### src/rtl/ps2_host_pkg.sv
package ps2_host_pkg;
  typedef enum logic [1:0] {
    LINE_LISTEN  = 2'd0,
    LINE_HOLD    = 2'd1,
    LINE_HANDOFF = 2'd2,
    LINE_PRIMED  = 2'd3
  } line_mode_e;

  function automatic int frame_len(input int data_w);
    return data_w + 3;
  endfunction
endpackage

### src/rtl/ps2_sync.sv
module ps2_sync #(
  parameter int STAGES = 2
) (
  input  logic clk,
  input  logic rst_n,
  input  logic clk_line,
  input  logic dat_line,
  output logic dat_sync,
  output logic clk_fall
);
  logic [1:0] chain [STAGES];
  logic       clk_prev;

  for (genvar g = 0; g < STAGES; g++) begin : g_stage
    if (g == 0) begin : g_first
      always_ff @(posedge clk or negedge rst_n) begin
        if (!rst_n) chain[g] <= 2'b11;
        else        chain[g] <= {dat_line, clk_line};
      end
    end else begin : g_next
      always_ff @(posedge clk or negedge rst_n) begin
        if (!rst_n) chain[g] <= 2'b11;
        else        chain[g] <= chain[g-1];
      end
    end
  end

  always_ff @(posedge clk or negedge rst_n) begin
    if (!rst_n) clk_prev <= 1'b1;
    else        clk_prev <= chain[STAGES-1][0];
  end

  assign dat_sync = chain[STAGES-1][1];
  assign clk_fall = clk_prev & ~chain[STAGES-1][0];
endmodule

### src/rtl/ps2_rx_frame.sv
module ps2_rx_frame #(
  parameter int DATA_W = 8,
  localparam int CNT_W = $clog2(ps2_host_pkg::frame_len(DATA_W))
) (
  input  logic              clk,
  input  logic              rst_n,
  input  logic              flush,
  input  logic              take,
  input  logic              bit_in,
  output logic [CNT_W-1:0]  count,
  output logic              done,
  output logic              good,
  output logic [DATA_W-1:0] data
);
  localparam int PAR_IDX  = DATA_W + 1;
  localparam int STOP_IDX = DATA_W + 2;

  logic [DATA_W-1:0] shreg;
  logic              par_bit;

  always_ff @(posedge clk or negedge rst_n) begin
    if (!rst_n) begin
      count   <= '0;
      shreg   <= '0;
      par_bit <= 1'b0;
      done    <= 1'b0;
      good    <= 1'b0;
    end else begin
      done <= 1'b0;
      if (flush) begin
        count <= '0;
      end else if (take) begin
        if (count == '0) begin
          if (!bit_in) count <= CNT_W'(1);
        end else if (count <= CNT_W'(DATA_W)) begin
          shreg <= {bit_in, shreg[DATA_W-1:1]};
          count <= count + CNT_W'(1);
        end else if (count == CNT_W'(PAR_IDX)) begin
          par_bit <= bit_in;
          count   <= count + CNT_W'(1);
        end else if (count == CNT_W'(STOP_IDX)) begin
          done  <= 1'b1;
          good  <= bit_in & ((^shreg) ^ par_bit);
          count <= '0;
        end
      end
    end
  end

  assign data = shreg;
endmodule

### src/rtl/ps2_line_ctrl.sv
module ps2_line_ctrl #(
  parameter int DATA_W = 8,
  localparam int CNT_W = $clog2(ps2_host_pkg::frame_len(DATA_W))
) (
  input  logic                    clk,
  input  logic                    rst_n,
  input  logic                    en,
  input  logic                    inhibit_req,
  input  logic                    tx_start,
  input  logic [CNT_W-1:0]        count,
  output ps2_host_pkg::line_mode_e mode,
  output logic                    clk_oe,
  output logic                    dat_oe,
  output logic                    rx_allow
);
  import ps2_host_pkg::*;
  localparam int PAR_IDX = DATA_W + 1;

  logic inhibit_q;
  logic start_q;
  logic en_q;

  always_ff @(posedge clk or negedge rst_n) begin
    if (!rst_n) begin
      inhibit_q <= 1'b0;
      start_q   <= 1'b0;
      en_q      <= 1'b0;
    end else begin
      en_q <= en;
      if (!inhibit_req)
        inhibit_q <= 1'b0;
      else if (!inhibit_q && count < CNT_W'(PAR_IDX))
        inhibit_q <= 1'b1;

      if (en && !en_q)
        start_q <= 1'b0;
      else if (tx_start && inhibit_q && inhibit_req)
        start_q <= 1'b1;
    end
  end

  always_comb begin
    unique case ({start_q, inhibit_q})
      2'b01:   mode = LINE_HOLD;
      2'b11:   mode = LINE_PRIMED;
      2'b10:   mode = LINE_HANDOFF;
      default: mode = LINE_LISTEN;
    endcase
  end

  assign clk_oe   = inhibit_q;
  assign dat_oe   = start_q;
  assign rx_allow = en && (mode == LINE_LISTEN);
endmodule

### src/rtl/ps2_host_port.sv
module ps2_host_port #(
  parameter int DATA_W      = 8,
  parameter int SYNC_STAGES = 2,
  localparam int CNT_W = $clog2(ps2_host_pkg::frame_len(DATA_W))
) (
  input  logic              clk,
  input  logic              rst_n,
  input  logic              en,
  input  logic              inhibit_req,
  input  logic              tx_start,
  input  logic              ps2_clk_i,
  input  logic              ps2_dat_i,
  output logic              ps2_clk_oe,
  output logic              ps2_dat_oe,
  output logic              rx_valid,
  input  logic              rx_ready,
  output logic [DATA_W-1:0] rx_data,
  output logic              rx_err,
  output logic [CNT_W-1:0]  rx_count,
  output logic              tx_active
);
  import ps2_host_pkg::*;

  logic              dat_s, clk_fall;
  logic              rx_allow;
  logic              f_done, f_good;
  logic [DATA_W-1:0] f_data;
  line_mode_e        mode;

  ps2_sync #(.STAGES(SYNC_STAGES)) u_sync (
    .clk(clk), .rst_n(rst_n),
    .clk_line(ps2_clk_i), .dat_line(ps2_dat_i),
    .dat_sync(dat_s), .clk_fall(clk_fall)
  );

  ps2_line_ctrl #(.DATA_W(DATA_W)) u_line (
    .clk(clk), .rst_n(rst_n), .en(en),
    .inhibit_req(inhibit_req), .tx_start(tx_start),
    .count(rx_count), .mode(mode),
    .clk_oe(ps2_clk_oe), .dat_oe(ps2_dat_oe), .rx_allow(rx_allow)
  );

  ps2_rx_frame #(.DATA_W(DATA_W)) u_frame (
    .clk(clk), .rst_n(rst_n),
    .flush(!rx_allow), .take(clk_fall), .bit_in(dat_s),
    .count(rx_count), .done(f_done), .good(f_good), .data(f_data)
  );

  always_ff @(posedge clk or negedge rst_n) begin
    if (!rst_n) begin
      rx_valid <= 1'b0;
      rx_data  <= '0;
      rx_err   <= 1'b0;
    end else begin
      if (rx_valid && rx_ready) rx_valid <= 1'b0;
      if (f_done) begin
        if (f_good) begin
          rx_err <= 1'b0;
          if (!rx_valid) begin
            rx_valid <= 1'b1;
            rx_data  <= f_data;
          end
        end else begin
          rx_err <= 1'b1;
        end
      end
    end
  end

  assign tx_active = (mode == LINE_HANDOFF);
endmodule

### config.mk
export PLATFORM = sky130hd
export DESIGN_NAME = ps2_host_port
export DESIGN_NICKNAME = d
export VERILOG_FILES = /design/src/rtl/ps2_host_pkg.sv /design/src/rtl/ps2_sync.sv /design/src/rtl/ps2_rx_frame.sv /design/src/rtl/ps2_line_ctrl.sv /design/src/rtl/ps2_host_port.sv
export SDC_FILE = /design/constraint.sdc
export NUM_CORES = 1
export LEC_CHECK = 0
export BUFFER_PORTS_ARGS = -buffer_cell sky130_fd_sc_hd__clkbuf_2
export CORE_AREA = 4 4 75 77
export DETAILED_ROUTE_END_ITERATION = 10
export DIE_AREA = 0 0 79 81
export PLACE_DENSITY = 0.49
export SYNTH_ARGS = -nofsm -noshare
export SYNTH_HDL_FRONTEND = slang
export SYNTH_HIERARCHICAL = 1
export SYNTH_SLANG_ARGS = --single-unit
### constraint.sdc
create_clock -name clk -period 1.8 [get_ports clk]
set_clock_uncertainty 0.1 [all_clocks]
set_input_delay 0.18 -clock clk [delete_from_list [all_inputs] [get_ports clk]]
set_output_delay 0.18 -clock clk [all_outputs]
set_load 0.1 [all_outputs]
==> results of run 1 <==
-- state kept, by name, indices dropped and copies added, names as in the netlist, 3 cells and up --
name / flops
u_frame/count: 4
u_frame/data: 8
u_sync/chain: 3
rx_data: 8
-- per-stage QoR --
| step | power (uW) | area, sq um |
|---|---|---|
| 2_1_floorplan | 866 | 1560 |
| 3_3_place_gp | 909 | 1840 |
| 3_5_place_dp | 911 | 1840 |
| 4_1_cts | 1740 | 2040 |
| 5_1_grt | 1790 | 2060 |
| 6_report | 1710 | 2060 |
-- placed cells by master (no fill, tap or decap), drive strengths merged --
cell	n
clkbuf	28
dfrtp	28
mux2	17
buf	13
inv	10
dlygate4sd3	5
xnor2	5
dfstp	5
o21ai	5
nand3	4
ha	4
nor2b	3
nor2	3
nor3	3
a21oi	3
nand3b	3
bufinv	2
nor3b	2
a211oi	2
nand2	2
a31oi	2
mux2i	1
clkinv	1
nand2b	1
or3b	1
nor4	1
o22a	1
xor2	1
xnor3	1
nand4	1
o22ai	1
o31a	1
-- kinds of logic (layout without fill, tap and decap cells) --
| logic type | after synthesis | after routing | synth area share [%] |
|---|---|---|---|
| AO/OA/AOI/OAI | 15 | 15 | 7.12 |
| XOR/XNOR | 7 | 7 | 5.02 |
| multiplexers | 18 | 18 | 13.5 |
| flip-flops | 33 | 33 | 55.7 |
| AND/OR/NAND/NOR | 24 | 24 | 12.0 |
| buffers and inverters | 13 | 59 | 3.35 |
| adder cells (fa/ha/maj) | 4 | 4 | 3.35 |
-- critical path, delay by kind of cell (launching register included) --
family	cells	cell delay, ns
and+or+nand+nor	3	0.52
DFF	1	0.50
AOI/OAI and AO/OA	2	0.36
adders and majority gates	1	0.16
buffers and inverters	1	0.08
-- worst max path at each step --
stage | start | to | slack (ns)
floorplan | u_frame/count[0] | u_frame/count[3] | -0.18
global placement | u_frame/count[1] | u_frame/count[3] | -0.002
detailed placement | u_frame/count[1] | u_frame/count[3] | -0.05
CTS | u_frame/count[1] | u_frame/count[3] | -0.04
global route | u_frame/count[1] | u_frame/count[0] | -0.08
finish | u_frame/count[1] | u_frame/count[3] | -0.04
-- per-layer routing --
layer	global-route usage [%]	vias up	routed length [um]
met2	16.7	23	1430
met1	12.0	496	1280
met4	4.98	0	48
li1	-	482	-
met5	0	-	0
met3	3.33	4	107
-- power by group --
| group | leakage [uW] | switching, uW | internal [uW] |
|---|---|---|---|
| registers | 0.000421 | 11.7 | 761 |
| logic | 0.000476 | 86.3 | 47.5 |
| clock network | 0.0000681 | 258 | 550 |
-- timing repair --
item | 4_1_cts | 5_1_grt
hold buffers | 5 | 0
gates resized for setup | 1 | 4
pin swaps | 1 | 2
endpoints found under the setup margin | 9 | 13
endpoints found under the hold margin | 29 | 0
setup buffers | 2 | 0
-- area by class of cell --
cell class	count	share of cell area, %
sequential	33	41.2
tap	70	4.24
clock inverter	3	3.15
clock buffer	5	3.34
multi-input combinational	68	32.6
timing repair buffer	41	13.3
inverter	10	2.06
==> flow_summary_export.csv, run 1 <==
group,metric,value,unit
yosys,ys_top_cells_by_count,"sky130_fd_sc_hd__dfrtp_1 (28), sky130_fd_sc_hd__mux2_2 (17), sky130_fd_sc_hd__inv_1 (10)",
timing,period_minus_slack,1.84,ns
yosys,synth_flop_cell,"sky130_fd_sc_hd__dfrtp_1",
worst_setup_path,critical_path_peak_fanout,4,
yosys,synth-warning-count,6,
timing,setup_slack,-0.0450,ns
worst_setup_path,setup.worst_path.start_class,"flop",
power,p_leak,0.000966,uW
drt,dr.first_iter.drc_count,50,
power,peakVddDrop,0.390,mV
worst_setup_path,regToRegEndpoint,"u_frame/count[3]",
worst_setup_path,crit_type,"flop to flop",
die,initial_utilization,29.8,%
timing,finalSetupTns,-0.116,ns
yosys,mappedNetlistArea,1490,sq um
cts,cts_htree_levels,2,
final_layout,syn_to_final_growth,38.1,%
yosys,synthesis.area_per_instance,13.1,sq um
cts,max-clock-path-buffers,2,
worst_setup_path,cp_slowest_stage_delay,0.50,ns
flow_run,drv_cap,0,
drt,dr_total_vias,1005,
power,power_per_cell_area,831,nW/um^2
final_layout,nets,171,
global_routing,wire_length_of_the_first_global_routing_pass,4940,um
yosys,most_used_standard_cell_by_instance_count_after_synthesis,"sky130_fd_sc_hd__dfrtp_1",
status,failed_checks,"setup timing",
timing,hold-worst-slack,0.0218,ns
yosys,yosys_register_bits,33,
cts,clock_sink_count,33,
yosys,synth_nets,126,
worst_hold_path,hold_path_startpoint,"inhibit_req",
timing,final.period_utilization,102,%
final_layout,diode_count,0,
yosys,netlist_instances,114,
final_layout,ff_latch_area,851,sq um
worst_setup_path,cpMaxStageDelayCell,"sky130_fd_sc_hd__dfrtp_4",
timing,maxClockFrequency,542,MHz
final_layout,n_fill_cell,503,
global_routing,antenna_found_initial,0,
global_routing,via_count_of_the_first_global_routing_pass,1036,
drt,post-route-drc-count,0,
place,dp_hpwl,2040,um
drt,1st_pass_router_iterations,4,
worst_setup_path,timing.critical_path.cells,"inv_4, ha_4, nand2b_4, or3b_4, a31oi_4, nor4_2, o22a_1",
cts,cts_buffers,5,
place,finalWeightedCongestion,0.874,
timing,finalSetupViolations,7,
global_routing,grt.overflow.total,0,
drt,drt-wirelength-per-cell,12.4,um
worst_setup_path,reg2regPathDepth,7,
timing,timing_hold_violations_final,0,
worst_hold_path,whs_endpoint,"u_line/clk_oe",
global_routing,largest_net_degree_at_the_start_of_global_routing,31,
drt,ant_nets,0,
drt,drt-vias-per-instance,4.37,
final_layout,cell_count_final_fillers_out,230,
die,fp.dieArea,6400,sq um
yosys,synth_top_cell_area_share,46.9,%
die,chipWidth,79,um
worst_setup_path,cp.arrival,1.91,ns
cts,clock-root-buffer,"sky130_fd_sc_hd__clkbuf_8",
die,chipHeight,81,um
yosys,async_flop_share,100,%
worst_hold_path,worstHoldPathType,"primary input to flop",
timing,pins_over_their_slew_limit,0,
final_layout,final_layout_size_suffix_gt1_share,56.9,%
die,core_area,5010,sq um
place,buffer_ports.inserted,24,
timing,setup_repair_after_global_routing_missed_its_margin,"yes",
place,placed_instances,215,
final_layout,multiInputGateArea,673,sq um
cts,tritoncts_clock_tree,"yes",
final_layout,utilization,41.2,%
timing,tightest_slew,0.741,ns
yosys,ys_types,33,
timing,relSlewSlack,50.6,%
status,run_status,"finished, violations left",
yosys,synth_sequential_area_ratio,55.7,%
yosys,ys_top_cells_by_area,"sky130_fd_sc_hd__dfrtp_1 (47%), sky130_fd_sc_hd__mux2_2 (13%), sky130_fd_sc_hd__dfstp_2 (8.8%)",
worst_setup_path,required,1.86,ns
yosys,count_of_flip_flops_with_a_built_in_enable_after_synthesis,0,
cts,path_clk_slew,0.06,ns
die,floorplan.io_pins,25,
global_routing,global_route.usage.total,10.2,%
worst_hold_path,timing.hold.worst_path_depth,2,
place,pre_cts_slack,-0.0454,ns
worst_setup_path,worst-r2r-setup-slack,-0.04,ns
yosys,synthDominantAreaCellType,"sky130_fd_sc_hd__dfrtp_1",
die,placementRows,26,
worst_setup_path,crit-reg2reg-launch,"u_frame/count[1]",
drt,finalWirelength,2860,um
worst_setup_path,endpoint_kind,"flop",
cts,clkLatencyLatePin,0.28,ns
No activity file was read; power rests on OpenSTA's default activity.
==> inputs of run 2 (changes only) <==
- BUFFER_PORTS_ARGS: -buffer_cell sky130_fd_sc_hd__clkbuf_2 -> -buffer_cell sky130_fd_sc_hd__buf_2
==> flow_summary_export.csv, run 2 (synthesis gave the netlist of run 1 again) <==
group,metric,value,unit
cts,tritoncts_clock_tree,"yes",
global_routing,grt.overflow.total,0,
global_routing,wire_length_of_the_first_global_routing_pass,4840,um
cts,clock_sink_count,33,
final_layout,diode_count,0,
timing,setup_repair_after_global_routing_missed_its_margin,"yes",
drt,finalWirelength,2860,um
worst_setup_path,timing.critical_path.from,"u_frame/count[1]",
die,initial_utilization,29.8,%
global_routing,antenna_found_initial,0,
place,dp_hpwl,2070,um
die,placementRows,26,
power,peakVddDrop,0.363,mV
power,power_frac_comb,9.1,%
timing,timing_hold_violations_final,0,
die,core_area,5010,sq um
worst_setup_path,cpMaxStageDelayCell,"sky130_fd_sc_hd__dfrtp_4",
final_layout,layout.cells.most_common,"sky130_fd_sc_hd__buf_2",
drt,ant_nets,0,
timing,pins_over_their_slew_limit,0,
cts,path_clk_slew,0.06,ns
flow_run,drv_cap,0,
power,clockPowerShare,38.4,%
drt,post-route-drc-count,0,
drt,drt-vias-per-instance,4.36,
power,p_leak,0.000958,uW
timing,final.period_utilization,103,%
worst_setup_path,cp_slowest_stage_delay,0.50,ns
cts,max-clock-path-buffers,2,
worst_setup_path,worst-r2r-setup-slack,-0.06,ns
final_layout,ff_latch_area,851,sq um
drt,dr_total_vias,1007,
worst_setup_path,cpLargestDelayFamily,"simple AND/OR/NAND/NOR gates",
worst_setup_path,endpoint_kind,"flop",
timing,tightest_slew,0.578,ns
drt,1st_pass_router_iterations,5,
place,placed_area,1850,sq um
worst_setup_path,crit_end,"u_frame/count[3]",
timing,relSlewSlack,61.5,%
cts,cts_htree_levels,2,
power,sw_frac_of_total,24.0,%
place,pre_cts_slack,-0.0383,ns
die,chipWidth,79,um
worst_setup_path,crit-reg2reg-launch,"u_frame/count[1]",
timing,period_minus_slack,1.86,ns
global_routing,global_route.usage.total,9.86,%
drt,drt-wirelength-per-cell,12.4,um
final_layout,stdcell_area,2020,sq um
worst_setup_path,reg2regPathDepth,7,
status,run_status,"finished, violations left",
timing,hold-worst-slack,0.0246,ns
drt,dr.first_iter.drc_count,54,
place,finalWeightedCongestion,0.892,
timing,finalSetupViolations,8,
final_layout,mostFrequentLayoutCells,"sky130_fd_sc_hd__buf_2 (24), sky130_fd_sc_hd__dfrtp_1 (21), sky130_fd_sc_hd__mux2_2 (14)",
worst_setup_path,required,1.86,ns
final_layout,nets,172,
final_layout,n_fill_cell,507,
worst_setup_path,crit_type,"flop to flop",
cts,cts_buffers,5,
timing,setup_slack,-0.0586,ns
place,buffer_ports.inserted,24,
die,floorplan.io_pins,25,
cts,clock-root-buffer,"sky130_fd_sc_hd__clkbuf_8",
timing,finalSetupTns,-0.150,ns
status,failed_checks,"setup timing",
worst_setup_path,regToRegEndpoint,"u_frame/count[3]",
final_layout,syn_to_final_growth,35.5,%
power,power_per_cell_area,728,nW/um^2
power,switching_power,353,uW
power,seq_power_share,52.5,%
worst_setup_path,setup.worst_path.start_class,"flop",
worst_hold_path,worstHoldPathType,"primary input to flop",
final_layout,final_layout_size_suffix_gt1_share,55.3,%
timing,maxClockFrequency,538,MHz
worst_setup_path,critical_path_buf_inv_count,1,
worst_setup_path,cp.arrival,1.92,ns
cts,clkLatencyLatePin,0.28,ns
global_routing,via_count_of_the_first_global_routing_pass,1066,
worst_setup_path,critical_path_peak_fanout,4,
worst_setup_path,critical_path_depth,7,
die,fp.dieArea,6400,sq um
final_layout,multiInputGateArea,669,sq um
die,chipHeight,81,um
power,cellInternalPower,1120,uW
global_routing,largest_net_degree_at_the_start_of_global_routing,27,
worst_setup_path,timing.critical_path.cells,"inv_4, ha_4, nand2b_4, or3b_4, a31oi_4, nor4_2, o22a_1",
-- run 2: cell types whose count changed in the layout (fill, tap and decap cells not counted), sizes merged --
| cell | delta |
|---|---|
| clkbuf | -21 |
| clkinv | -1 |
| clkinvlp | +1 |
| buf | +24 |
| bufinv | -2 |
-- run 2: power groups by stage --
stage | registers [uW] | clock network [uW] | logic (uW)
2_1_floorplan | 815 | 0 | 51.3
3_3_place_gp | 786 | 0 | 122
3_5_place_dp | 787 | 0 | 124
4_1_cts | 773 | 594 | 132
5_1_grt | 776 | 625 | 145
6_report | 774 | 565 | 134
-- run 2: repair_timing --
action                     4_1_cts  5_1_grt
buffers inserted                 0        1
pin swaps                        0        2
hold buffers                     5        0
hold endpoints to repair        26        0
setup endpoints to repair        7       13
resized for setup                0        6
-- run 2: per-layer routing --
| metal | share of wire [%] | up-vias | track usage [%] | routed length [um] |
|---|---|---|---|---|
| met3 | 4.3 | 8 | 2.44 | 124 |
| met4 | 3.1 | 0 | 7.22 | 89 |
| met5 | 0 | - | 0 | 0 |
| li1 | - | 482 | - | - |
| met2 | 47 | 23 | 15.9 | 1350 |
| met1 | 45 | 494 | 11.4 | 1300 |
-- run 2: cell type report --
type                    instances  share of cell area, %
flip-flops and latches         33                   42.0
multi-input cells              68                   33.1
repair buffers                 42                   13.8
well taps                      70                   4.33
clock buffers                   7                   4.26
inverters                      10                   2.10
clock inverters                 1                  0.371
-- run 2: how the worst min path moves through the flow --
stage | from | to | slack, ns | cells after the start
after floorplan | rst_n | rx_data[0] | -0.22 | 0
after global placement | rst_n | rx_data[3] | 0.11 | 1
after detailed placement | rst_n | rx_data[2] | 0.12 | 1
after CTS | inhibit_req | u_line/clk_oe | 0.02 | 2
after global routing | inhibit_req | u_line/clk_oe | 0.03 | 2
final | inhibit_req | u_line/clk_oe | 0.02 | 2
-- run 2: through the flow --
step	power (uW)	cells	utilization, %
global placement	908	217	37.0
detailed placement	911	217	37.0
global route	1550	231	40.4
floorplan	866	114	-
CTS	1500	230	39.9
finish	1470	231	40.4
-- run 2: worst register-to-register path: cells and delay by family, from the launching register on --
family                   cells  cell delay (ns)
AO/OA/AOI/OAI                2             0.38
AND/OR/NAND/NOR              3             0.52
adder cells (fa/ha/maj)      1             0.15
buffers and inverters        1             0.08
flip-flops                   1             0.50
==> inputs of run 3 (changes only) <==
- BUFFER_PORTS_ARGS: -buffer_cell sky130_fd_sc_hd__buf_2 -> unset
- DONT_BUFFER_PORTS: unset -> 1
- PLACE_DENSITY: 0.49 -> 0.44
==> flow_summary_export.csv, run 3 (synthesis gave the netlist of run 1 again) <==
group,metric,value,unit
status,run_status,"finished, violations left",
status,failed_checks,"setup timing",
cts,clkLatencyLatePin,0.28,ns
die,core_area,5010,sq um
place,pre_cts_slack,-0.0194,ns
place,placed_instances,206,
die,fp.dieArea,6400,sq um
power,peakVddDrop,0.372,mV
worst_setup_path,crit_type,"flop to flop",
cts,path_clk_slew,0.07,ns
worst_setup_path,required,1.88,ns
timing,period_minus_slack,1.83,ns
place,dp_hpwl,2100,um
drt,post-route-drc-count,0,
cts,clock_sink_count,33,
timing,maxClockFrequency,546,MHz
worst_hold_path,worstHoldPathType,"primary input to flop",
place,placed_area,1830,sq um
drt,1st_pass_router_iterations,3,
final_layout,nets,162,
timing,finalSetupTns,-0.0309,ns
worst_setup_path,critical_path_peak_fanout,4,
timing,hold-worst-slack,0.0277,ns
worst_setup_path,reg2regPathDepth,7,
final_layout,layout.cells.most_common,"sky130_fd_sc_hd__buf_4",
worst_setup_path,regToRegEndpoint,"u_frame/count[3]",
cts,clock-root-buffer,"sky130_fd_sc_hd__clkbuf_8",
final_layout,final_layout_size_suffix_gt1_share,53.0,%
timing,final.period_utilization,102,%
final_layout,diode_count,0,
worst_setup_path,setup.worst_path.start_class,"flop",
worst_setup_path,worst-r2r-setup-slack,-0.03,ns
final_layout,cell_count_final_fillers_out,221,
timing,setup_repair_after_global_routing_missed_its_margin,"yes",
timing,relSlewSlack,78.4,%
global_routing,largest_net_degree_at_the_start_of_global_routing,34,
drt,ant_nets,0,
cts,post_cts.repair.setup_buffers,0,
die,placementRows,26,
timing,finalSetupViolations,1,
timing,timing_hold_violations_final,0,
place,finalWeightedCongestion,0.840,
die,chipHeight,81,um
worst_hold_path,timing.hold.worst_path_depth,2,
global_routing,antenna_found_initial,0,
timing,setup_slack,-0.0309,ns
drt,drt-vias-per-instance,4.38,
cts,cts_buffers,5,
power,p_leak,0.000932,uW
final_layout,mostFrequentLayoutCells,"sky130_fd_sc_hd__buf_4 (23), sky130_fd_sc_hd__dfrtp_1 (21), sky130_fd_sc_hd__mux2_2 (14)",
flow_run,drv_cap,0,
global_routing,grt.overflow.total,0,
cts,max-clock-path-buffers,2,
worst_setup_path,cp.arrival,1.91,ns
die,chipWidth,79,um
cts,cts_htree_levels,2,
drt,dr.first_iter.drc_count,32,
worst_hold_path,hold_path_startpoint,"inhibit_req",
drt,finalWirelength,2920,um
place,buffer_ports.inserted,0,
timing,pins_over_their_slew_limit,0,
die,initial_utilization,29.8,%
worst_hold_path,whs_endpoint,"u_line/dat_oe",
worst_setup_path,endpoint_kind,"flop",
global_routing,global_route.usage.total,10.0,%
die,floorplan.io_pins,25,
global_routing,via_count_of_the_first_global_routing_pass,1025,
cts,tritoncts_clock_tree,"yes",
drt,drt-wirelength-per-cell,13.2,um
worst_setup_path,crit-reg2reg-launch,"u_frame/count[1]",
timing,tightest_slew,0.324,ns
final_layout,stdcell_area,2050,sq um
final_layout,syn_to_final_growth,37.2,%
global_routing,wire_length_of_the_first_global_routing_pass,4870,um
drt,dr_total_vias,967,
power,power_per_cell_area,797,nW/um^2
run 3: changes by cell type in the layout (fill, tap and decap cells not counted), sizes merged:
cell         before  now
bufinv            0    1
clkbuf            7    6
buf              37   26
dlygate4sd3       5    6
run 3: area by class of cell:
cell class              count  area, sq um
multi-input cells          68          664
flip-flops and latches     33          851
fillers                   503         2960
repair buffers             32          284
well taps                  70         87.6
clock buffers               6         82.6
inverters                  10         42.5
clock inverters             2         37.5
run 3: critical path, stage by stage, from the launching register on:
cell                       delay (ns)
sky130_fd_sc_hd__dfrtp_4         0.50
sky130_fd_sc_hd__inv_4           0.08
sky130_fd_sc_hd__ha_4            0.16
sky130_fd_sc_hd__nand2b_4        0.06
sky130_fd_sc_hd__or3b_4          0.40
sky130_fd_sc_hd__a31oi_4         0.17
sky130_fd_sc_hd__nor4_2          0.06
sky130_fd_sc_hd__o22a_1          0.19
run 3: how the worst max path moves through the flow:
stage                                 from                to
after CTS                 u_frame/count[1]  u_frame/count[3]
final                     u_frame/count[1]  u_frame/count[3]
after floorplan           u_frame/count[0]  u_frame/count[3]
after detailed placement  u_frame/count[1]  u_frame/count[3]
after global routing      u_frame/count[1]  u_frame/count[3]
after global placement    u_frame/count[1]  u_frame/count[3]
run 3: repair_timing:
| item | in CTS | in global routing |
|---|---|---|
| hold endpoints to repair | 39 | 0 |
| setup endpoints to repair | 2 | 14 |
| gates resized for setup | 0 | 5 |
| hold buffers | 7 | 0 |
run 3: per-layer routing:
| layer | wire (um) | GRT usage (%) | vias up |
|---|---|---|---|
| li1 | - | - | 464 |
| met3 | 162 | 4.10 | 7 |
| met1 | 1380 | 12.5 | 473 |
| met2 | 1340 | 15.2 | 23 |
| met5 | 0 | 0 | - |
| met4 | 46 | 4.64 | 0 |
run 3: metrics by stage:
stage / util [%] / power, uW
6_report: 40.9 / 1630
3_3_place_gp: 36.6 / 889
2_1_floorplan: - / 866
3_5_place_dp: 36.6 / 891
4_1_cts: 40.6 / 1660
5_1_grt: 40.9 / 1720
run 3: report_power, final:
group / switching (uW) / total [uW] / internal (uW)
clock network: 275 / 725 / 450
registers: 8.76 / 770 / 761
logic: 87.9 / 139 / 50.7
